--- config.mk ---
export PLATFORM = sky130hd
export DESIGN_NAME = rtc_update_ctrl
export DESIGN_NICKNAME = d
export VERILOG_FILES = /design/src/rtl/rtc_update_ctrl.sv
export SDC_FILE = /design/constraint.sdc
export NUM_CORES = 1
export LEC_CHECK = 0
export ABC_AREA = 0
export ABC_CLOCK_PERIOD_IN_PS = 1900
export BUFFER_PORTS_ARGS = -buffer_cell sky130_fd_sc_hd__buf_2
export CORE_ASPECT_RATIO = 2
export CORE_MARGIN = 2
export CORE_UTILIZATION = 35
export CTS_BUF_LIST = sky130_fd_sc_hd__clkbuf_2
export CTS_CLUSTER_DIAMETER = 120
export DETAILED_ROUTE_END_ITERATION = 10
export HOLD_SLACK_MARGIN = 0.15
export PLACE_DENSITY = 0.51
export SYNTH_ARGS = -nofsm -noshare
export SYNTH_HDL_FRONTEND = slang
export SYNTH_SLANG_ARGS = --single-unit
export TNS_END_PERCENT = 50
--- constraint.sdc ---
create_clock -name clk -period 1.9 [get_ports clk]
set_input_delay 0.19 -clock clk [delete_from_list [all_inputs] [get_ports clk]]
set_output_delay 0.19 -clock clk [all_outputs]
set_load 0.05 [all_outputs]
--- src/rtl/rtc_update_ctrl.sv ---
module rtc_update_ctrl #(
  parameter int LEAD = 244
) (
  input  logic       clk,
  input  logic       rst_n,
  input  logic       base_tick,
  input  logic       sec_tick,
  input  logic       freeze,
  input  logic       host_we,
  input  logic [2:0] host_addr,
  input  logic [7:0] host_wdata,
  output logic [7:0] host_rdata,
  input  logic       uf_clr,
  output logic       uip,
  output logic       uf_flag
);
  localparam int CW = $clog2(LEAD + 1);
  localparam int NB = 7;

  logic [NB-1:0][7:0] int_q, usr_q, adv;
  logic [CW-1:0]      cnt_q;
  logic               xfer, wr_ok;

  assign xfer  = uip && base_tick && (cnt_q == CW'(LEAD - 1));
  assign wr_ok = host_we && (host_addr != 3'd7);
  assign host_rdata = (host_addr == 3'd7) ? 8'h00 : usr_q[host_addr];

  always_comb begin
    adv = int_q;
    if (int_q[0] >= 8'd59) begin
      adv[0] = 8'd0;
      if (int_q[1] >= 8'd59) begin
        adv[1] = 8'd0;
        adv[2] = (int_q[2] >= 8'd23) ? 8'd0 : int_q[2] + 8'd1;
      end else begin
        adv[1] = int_q[1] + 8'd1;
      end
    end else begin
      adv[0] = int_q[0] + 8'd1;
    end
    adv[6] = int_q[6] + 8'd1;
  end

  always_ff @(posedge clk or negedge rst_n) begin
    if (!rst_n) begin
      uip   <= 1'b0;
      cnt_q <= '0;
    end else if (xfer) begin
      uip   <= 1'b0;
      cnt_q <= '0;
    end else if (uip) begin
      if (base_tick) cnt_q <= cnt_q + 1'b1;
    end else if (sec_tick) begin
      uip   <= 1'b1;
      cnt_q <= '0;
    end
  end

  always_ff @(posedge clk or negedge rst_n) begin
    if (!rst_n)      uf_flag <= 1'b0;
    else if (xfer)   uf_flag <= 1'b1;
    else if (uf_clr) uf_flag <= 1'b0;
  end

  always_ff @(posedge clk or negedge rst_n) begin
    if (!rst_n) begin
      int_q <= '0;
    end else begin
      if (xfer) int_q <= adv;
      if (wr_ok && freeze) int_q[host_addr] <= host_wdata;
    end
  end

  always_ff @(posedge clk or negedge rst_n) begin
    if (!rst_n) begin
      usr_q <= '0;
    end else if (xfer && !freeze) begin
      usr_q <= adv;
    end else if (wr_ok) begin
      usr_q[host_addr] <= host_wdata;
    end
  end
endmodule


==> results.toml, run 1 <==
[outcome]
status = "complete, but fails checks"
violations = "negative setup slack"

[synthesis]
synth_nets = 699
ys_types = 56
ys.warnings.count = 0
ys_ff_latch = 122
syn_avg_cell_area_um2 = 9.60
seq_area_frac_synth_pct = 47.1
synth_edf_count = 0
syn_area_um2 = 6490
synthFlopType = "dfrtp_1"
netlist_instances = 676
synth-async-reset-ratio_pct = 100

[cells_and_area]
multi_input_area_um2 = 3580
final_common_cell = "dfrtp_1"
final_area_um2 = 8630
layout_common_cells = "dfrtp_1 (118), buf_4 (79), nand2_1 (76)"
nets = 823
finalNonFillerCells = 1030
seq_area_um2 = 3060
nFillCells = 1740
fin_util_pct = 47.4
area.growth.synth_to_final_pct = 33.1
drive_gt1_share_pct = 34.7

[detailed_routing]
route.met3.wl_um = 701
met2_length_um = 11800
wl_per_cell_um = 20.7
post_drt_via_cell_ratio = 5.57
dr.max_layer_used = "met4"
vias = 5736
post-route-drc-count = 0
totalWireLength_um = 21300
met1Wirelength_um = 8010
ant_nets = 0
firstDrtPassIters = 4
drt_iter0_drc = 288

[worst_hold_path]
min_path_type = "in2reg"
min_path_cells = 5
worstHoldStart = "host_addr[0]"
worstHoldEndpoint = "adv[46]"

[global_route]
grt_pass1_vias = 5616
grt_pass1_wl_um = 31400
antenna_found_initial = 1
grt-ovfl-total = 0
grtUsageTotal_pct = 21.0
grt_max_degree = 43

[clock_network]
cts.clk_slew.worst_paths_ps = 200
clock-root-buffer = "clkbuf_2"
clk-insertion-delay-late_ps = 740
cts.htree.levels = 4
cts_buffer_depth = 2
cts_made_buffers = 17
cts_tree = "done"
cts_sinks = 122

[die]
start_util_pct = 35.6
fp-row-count = 70
dieHeight_um = 197
core_area_um2 = 18200
ios = 28
floorplan.die_area_um2 = 19700
die_width_um = 100

[timing]
finalHoldViolCount = 0
fin_crit_ps = 2280
slew_violations = 0
max_freq_mhz = 439
whs_ps = 272
fin_worst_skew_ps = 49.6
relSlewSlack_pct = 62.3
fin_crit_sh_pct = 120
worst_slew_pin_slew_ps = 565
finalSetupViolations = 18
setup_slack_ps = -376
rsz0062_at_grt = "yes"

[place]
port_buffers = 27
placed_cells = 939
place_hpwl_um = 14000
pre_cts_slack_ps = -68.8
gp_congestion = 0.852
place_area_um2 = 7240

[critical_path]
reg2reg_to = "usr_q[18]"
reg2reg_from = "cnt_q[3]"
startpoint_type = "flip-flop"
path_class = "reg2out"
end_kind = "output pin"
critPathRequiredTime_ps = 1710
worst_r2r_path_depth = 5
path_max_fanout = 2
r2r_setup_slack_ps = -80
critPathArrivalTime_ps = 2090

[job]
cap_viol_max_count = 0

[pwr]
power_density_nw_per_um2 = 896
leakage_nw = 3.73
vdd_ir_drop_max_v = 0.000381
-- registers in the layout (all words and copies together), names as in the netlist --
name and cells:
int_q 32, cnt_q 8, uf_flag 1, uip 1
adv 24, usr_q 56
-- synth_stat cells, drive strengths merged (11+ instances only) --
cell type / n / area [um^2]
dfrtp: 122 / 3050
nand2: 90 / 338
o21ai: 78 / 394
mux2i: 54 / 541
nor2: 47 / 193
a21oi: 34 / 170
nand3: 29 / 145
mux2: 28 / 315
buf: 24 / 143
clkbuf: 24 / 90.1
xor2: 12 / 105
inv: 11 / 41.3
-- worst max-delay path, cell delays in order (launching register included) --
cell and delay (ps):
dfrtp_1 440, mux2_4 280, a221oi_4 260, buf_4 160
o22ai_2 60, buf_6 170
-- worst max path at each step --
stage	start	end	slack, ps
floorplan	host_addr[2]	host_rdata[1]	-180
global placement	cnt_q[2]	int_q[3]	10
detailed placement	int_q[0]	usr_q[18]	-70
CTS	usr_q[39]	host_rdata[7]	-440
global route	usr_q[49]	host_rdata[1]	-480
finish	usr_q[49]	host_rdata[1]	-380
-- layer usage --
layer / vias up / GRT usage, %
li1: 2678 / -
met1: 2887 / 23.5
met2: 139 / 38.5
met3: 32 / 3.30
met4: 0 / 9.08
met5: - / 0
-- power by group --
part	leakage, nW	switching, mW	internal, mW	total, mW
combinational	2.11	1.28	1.16	2.44
sequential	1.49	0.506	3.16	3.66
clock	0.130	1.05	0.585	1.63
-- logic make-up (layout without fill, tap and decap cells) --
| group | count (synthesis) | count (layout) | synth area share (%) |
|---|---|---|---|
| simple gates | 212 | 212 | 15.1 |
| compound gates | 172 | 172 | 15.8 |
| flops | 122 | 122 | 47.1 |
| mux | 84 | 84 | 13.9 |
| buf+inv | 59 | 196 | 4.22 |
| xor+xnor | 22 | 22 | 2.97 |
| fa+ha+maj | 5 | 5 | 0.964 |
| other cells | 0 | 1 | 0 |
-- area by class of cell --
type                       count  share of cell area, %
inverter                      11                  0.478
tap                          216                   3.13
multi-input combinational    495                   41.4
antenna                        1                 0.0290
clock inverter                14                   1.52
timing repair buffer         153                   16.9
sequential                   122                   35.4
clock buffer                  18                   1.04
-- what timing repair did --
action                     4_1_cts  5_1_grt
pin swaps                       12       27
gates cloned                     0       11
hold buffers                    20        0
hold endpoints to repair       241        0
gates resized for setup         41      124
setup endpoints to repair       75       78
buffers inserted                 5       22
-- stage by stage --
| step | total power [mW] | TNS (ps) |
|---|---|---|
| after floorplan | 4.80 | -419 |
| after global placement | 5.62 | 0 |
| after detailed placement | 5.67 | -441 |
| after CTS | 7.52 | -2900 |
| after global routing | 8.17 | -6770 |
| final | 7.73 | -2780 |
Power figures use the tool's default switching activity.
==> inputs of run 2 (changes only) <==
Settings changed: CORE_ASPECT_RATIO 2 to unset.
==> run 2 against run 1 <==
The run still ends with negative setup slack left. Largest cell class unchanged. Die area decreased by 0.34%. Combinational power decreased by 4%. Critical path type unchanged. Register-to-register slack gained 50 ps. Critical endpoint is now host_rdata[6]. Design area down 4.1%. Sequential cell count unchanged. Hold slack worse by 9.4 ps. Sequential power hardly changed. Utilization down 1.6 points.
==> results.toml, run 2 (synthesis gave the netlist of run 1 again) <==
[detailed_routing]
wl_per_cell_um = 19.5
firstDrtPassIters = 5
vias = 5529
post-route-drc-count = 0
drt_iter0_drc = 456
totalWireLength_um = 19900
ant_nets = 0
post_drt_via_cell_ratio = 5.40

[die]
floorplan.die_area_um2 = 19600
die_width_um = 140
ios = 28
core_area_um2 = 18100
dieHeight_um = 140
start_util_pct = 35.9
fp-row-count = 49

[critical_path]
crit_chain = "mux2_4 > a22oi_2 > nor2_1 > a31oi_1 > o21ai_1 > buf_6"
critPathArrivalTime_ps = 2060
max_stage_delay_ps = 420
slowest_stage = "dfrtp_1"
startpoint_type = "flip-flop"
path_class = "reg2out"
critPathRequiredTime_ps = 1710
end_kind = "output pin"
r2r_setup_slack_ps = -30
path_max_fanout = 2

[timing]
fin_worst_skew_ps = 30.3
fin_crit_ps = 2250
finalSetupViolations = 12
relSlewSlack_pct = 52.7
rsz0062_at_grt = "yes"
finalHoldViolCount = 0
worst_slew_pin_slew_ps = 710
fin_crit_sh_pct = 118
setup_slack_ps = -349
slew_violations = 0
fin_setup_tns_ps = -2320
max_freq_mhz = 445

[pwr]
p_sw_mw = 2.76
p_int_mw = 5.26
power_density_nw_per_um2 = 968
combPwrFrac_pct = 29.2
vdd_ir_drop_max_v = 0.000560
switching_share_pct = 34.4
power_frac_seq_pct = 45.4
leakage_nw = 3.58
power_frac_clock_pct = 25.4

[cells_and_area]
fin_util_pct = 45.8
largest_reg_flops = 56
top_register = "usr_q"
nFillCells = 1694
area.growth.synth_to_final_pct = 27.6
layout_common_cells = "dfrtp_1 (121), nand2_1 (83), buf_4 (78)"
final_common_cell = "dfrtp_1"
nets = 803
drive_gt1_share_pct = 28.1

[global_route]
grt-ovfl-total = 0
grt_max_degree = 123
grt_pass1_vias = 5513
grtUsageTotal_pct = 20.4
grt_pass1_wl_um = 30900
antenna_found_initial = 1

[clock_network]
cts_buffer_depth = 2
cts.clk_slew.worst_paths_ps = 210
clk-insertion-delay-late_ps = 720
cts_tree = "done"
clock-root-buffer = "clkbuf_2"
cts.htree.levels = 4
cts_sinks = 122
cts_made_buffers = 17

[place]
place_hpwl_um = 13000
port_buffers = 27
gp_congestion = 0.834

[job]
cap_viol_max_count = 0

[outcome]
status = "complete, but fails checks"
violations = "negative setup slack"

[worst_hold_path]
min_path_type = "in2reg"
==> run 2: cell types whose count changed in the layout (fill, tap and decap cells not counted), sizes merged <==
cell | before | now
bufinv | 2 | 5
clkinvlp | 4 | 2
buf | 127 | 110
clkinv | 8 | 6
clkbuf | 25 | 23
==> run 2: metal layers <==
layer / track usage, % / share of wire, % / vias to the layer above
li1: - / - / 2619
met1: 27.3 / 45 / 2764
met2: 34.2 / 49 / 122
met3: 3.66 / 3.9 / 24
met4: 5.58 / 1.6 / 0
met5: 0 / 0 / -
==> run 2: worst paths after layout <==
path	from	endpoint	cells past startpoint
max	usr_q[14]	host_rdata[6]	6
min	sec_tick	uip	4
max reg2reg	cnt_q[1]	usr_q[9]	8
min reg2reg	adv[43]	usr_q[43]	2
max in group asynchronous	rst_n	int_q[16]	4
min in group asynchronous	rst_n	cnt_q[4]	4
==> run 2: final cells by class <==
class	instances	area (um^2)	area share (%)
clock inverter	13	200	2.42
inverter	11	41.3	0.499
multi-input combinational	495	3430	41.5
timing repair buffer	133	1170	14.1
tap	229	287	3.46
sequential	122	3050	36.9
clock buffer	19	95.1	1.15
antenna	1	2.50	0.0302
==> run 2: critical path: cells and delay by family, from the launching register on <==
family                 cells  cell delay (ps)
multiplexers               1              280
AO/OA/AOI/OAI              3              410
flip-flops                 1              420
buffers and inverters      1              170
AND/OR/NAND/NOR            1               70
==> run 2: through the flow <==
step	instances	setup slack [ps]	area [um^2]	power [mW]	hold WS, ps
after floorplan	676	-185	6500	4.80	-106
after global placement	953	22.2	7280	5.60	343
after detailed placement	953	-38.3	7280	5.66	354
after CTS	1006	-418	7940	7.85	182
after global routing	1023	-488	8280	8.48	234
final	1023	-349	8280	8.01	262
==> run 2: timing repair <==
action / 4_1_cts / 5_1_grt
setup endpoints to repair: 20 / 35
resized for setup: 36 / 43
hold buffers: 19 / 0
endpoints found under the hold margin: 241 / 0
gates cloned: 0 / 4
pin swaps: 10 / 11
setup buffers: 3 / 12
==> run 2: power groups by stage <==
| stage | registers [mW] | logic, mW | clock network (mW) |
|---|---|---|---|
| finish | 3.63 | 2.34 | 2.04 |
| global route | 3.70 | 2.58 | 2.20 |
| CTS | 3.61 | 2.16 | 2.08 |
| detailed placement | 3.64 | 2.01 | 0 |
| global placement | 3.63 | 1.97 | 0 |
| floorplan | 3.50 | 1.30 | 0 |
==> inputs of run 3 (changes only) <==
Settings changed: REMOVE_ABC_BUFFERS set to 1.
==> run 3 against run 2 <==
The run ends with design-rule violations, negative setup slack left. Global-route usage about the same. Hold slack worse by 37 ps. Critical path depth down 1. Sequential power about the same. Routed wire length up 0.32%. Total power down 7.3%. First-iteration DRC count down 5.3%. Clock power down 27%. Combinational power down 2%. Sequential cell count unchanged. Clock-buffer cell count down 1.
==> results.toml, run 3 (synthesis gave the netlist of run 1 again) <==
[clock_network]
cts_tree = "done"
cts.clk_slew.worst_paths_ps = 200
clock-root-buffer = "clkbuf_2"
cts_buffer_depth = 2
cts_sinks = 122
cts_made_buffers = 17
clk-insertion-delay-late_ps = 700
cts.htree.levels = 4

[critical_path]
path_class = "reg2out"
reg2reg_from = "int_q[0]"
crit_family = "compound AO/OA/AOI/OAI gates"
startpoint_type = "flip-flop"
slowest_stage = "dfrtp_1"
critPathArrivalTime_ps = 2090
critPathRequiredTime_ps = 1710
r2r_setup_slack_ps = 0
reg2reg_to = "usr_q[18]"
crit_chain = "mux2_4 > a22oi_2 > o22ai_1 > a41o_1 > buf_6"
end_kind = "output pin"
max_stage_delay_ps = 430
path_buf_inv = 1
worst_r2r_path_depth = 6
path_max_fanout = 2
crit_start = "usr_q[32]"

[cells_and_area]
largest_reg_flops = 56
area.growth.synth_to_final_pct = 25.6
seq_area_um2 = 3050
multi_input_area_um2 = 3370
final_area_um2 = 8150
top_register = "usr_q"
finalNonFillerCells = 1022
layout_common_cells = "dfrtp_1 (122), nand2_1 (87), buf_4 (76)"
nets = 803
antennaDiodeCount = 0
nFillCells = 1755
final_common_cell = "dfrtp_1"
drive_gt1_share_pct = 26.9

[die]
core_area_um2 = 18100
floorplan.die_area_um2 = 19600
die_width_um = 140
fp-row-count = 49
ios = 28
start_util_pct = 35.9
dieHeight_um = 140

[timing]
fin_worst_skew_ps = 23.9
fin_crit_sh_pct = 120
rsz0062_at_grt = "yes"
finalSetupViolations = 8
finalHoldViolCount = 0
relSlewSlack_pct = 61.5
fin_crit_ps = 2280
slew_violations = 0
max_freq_mhz = 438
whs_ps = 226
worst_slew_pin_slew_ps = 574
setup_slack_ps = -382

[pwr]
vdd_ir_drop_max_v = 0.000410
power_frac_clock_pct = 20.1
leakage_nw = 3.51
power_frac_seq_pct = 49.0
p_sw_mw = 2.71
p_int_mw = 4.72
power_density_nw_per_um2 = 911
switching_share_pct = 36.5
combPwrFrac_pct = 31.0

[worst_hold_path]
min_path_type = "in2reg"
worstHoldStart = "host_addr[0]"
worstHoldEndpoint = "adv[47]"
min_path_cells = 5

[global_route]
grt_pass1_wl_um = 31100
grt_pass1_vias = 5446
grtUsageTotal_pct = 20.4
grt-ovfl-total = 0
grt_max_degree = 60
antenna_found_initial = 0

[detailed_routing]
drt_iter0_drc = 432
post-route-drc-count = 2
vias = 5584
firstDrtPassIters = 8
ant_nets = 0
totalWireLength_um = 20000
post_drt_via_cell_ratio = 5.46
wl_per_cell_um = 19.5

[job]
cap_viol_max_count = 0

[outcome]
violations = "design-rule violations, negative setup slack"
status = "complete, but fails checks"

[place]
place_area_um2 = 7310
gp_congestion = 0.905
place_hpwl_um = 13200
port_buffers = 27
placed_cells = 957
[run 3: changes by cell type in the layout (fill, tap and decap cells not counted), sizes merged, moves of 2 or more]
cell and delta:
buf +4, bufinv -4, clkbuf -2, clkinv +2, clkinvlp +3, dlygate4sd3 -3
[run 3: power groups by stage]
stage / combinational (mW) / clock [mW] / sequential (mW)
CTS: 2.18 / 1.54 / 3.61
detailed placement: 2.02 / 0 / 3.64
global placement: 1.98 / 0 / 3.63
global route: 2.53 / 1.67 / 3.70
floorplan: 1.23 / 0 / 3.50
finish: 2.30 / 1.49 / 3.63
[run 3: repair_timing]
action                     4_1_cts  5_1_grt
hold endpoints to repair       235        0
cloned                           0        3
setup endpoints to repair       35       53
setup buffers                    2       11
hold buffers                    17        0
resized for setup               38       30
pin swaps                       11        9
[run 3: final cells by class]
| cell class | instances | area share, % |
|---|---|---|
| inverter | 11 | 0.507 |
| tap | 229 | 3.52 |
| clock buffer | 18 | 1.11 |
| clock inverter | 14 | 1.32 |
| sequential | 122 | 37.5 |
| timing repair buffer | 133 | 14.8 |
| multi-input combinational | 495 | 41.3 |
[run 3: worst reg2reg max path: stages, from the launching register on]
cell,delay (ps)
dfrtp_1,440
ha_4,170
o2111ai_4,140
a22oi_2,430
o21ai_2,100
a22o_1,250
mux2_2,270
[run 3: how the worst max path moves through the flow]
stage	endpoint	slack [ps]	cells after the start
after floorplan	int_q[9]	-1010	5
after global placement	usr_q[18]	-20	6
after detailed placement	int_q[7]	-90	7
after CTS	host_rdata[0]	-410	5
after global routing	host_rdata[0]	-510	5
final	host_rdata[0]	-380	5
[run 3: metal layers]
metal  global-route usage, %  vias up  wire length (um)
met1                    28.3     2784              9510
met5                       0        -                 0
met4                    6.75        0               539
li1                        -     2634                 -
met2                    32.0      137              9240
met3                    3.97       29               692
[run 3: stage by stage]
| step | total power, mW | worst slack [ps] | utilization [%] | setup TNS, ps |
|---|---|---|---|---|
| CTS | 7.33 | -406 | 43.5 | -2700 |
| finish | 7.42 | -382 | 45.1 | -2310 |
| floorplan | 4.74 | -1010 | - | -67500 |
| global route | 7.90 | -513 | 45.1 | -3510 |
| detailed placement | 5.66 | -91.4 | 40.4 | -495 |
| global placement | 5.61 | -21.1 | 40.4 | -21.1 |
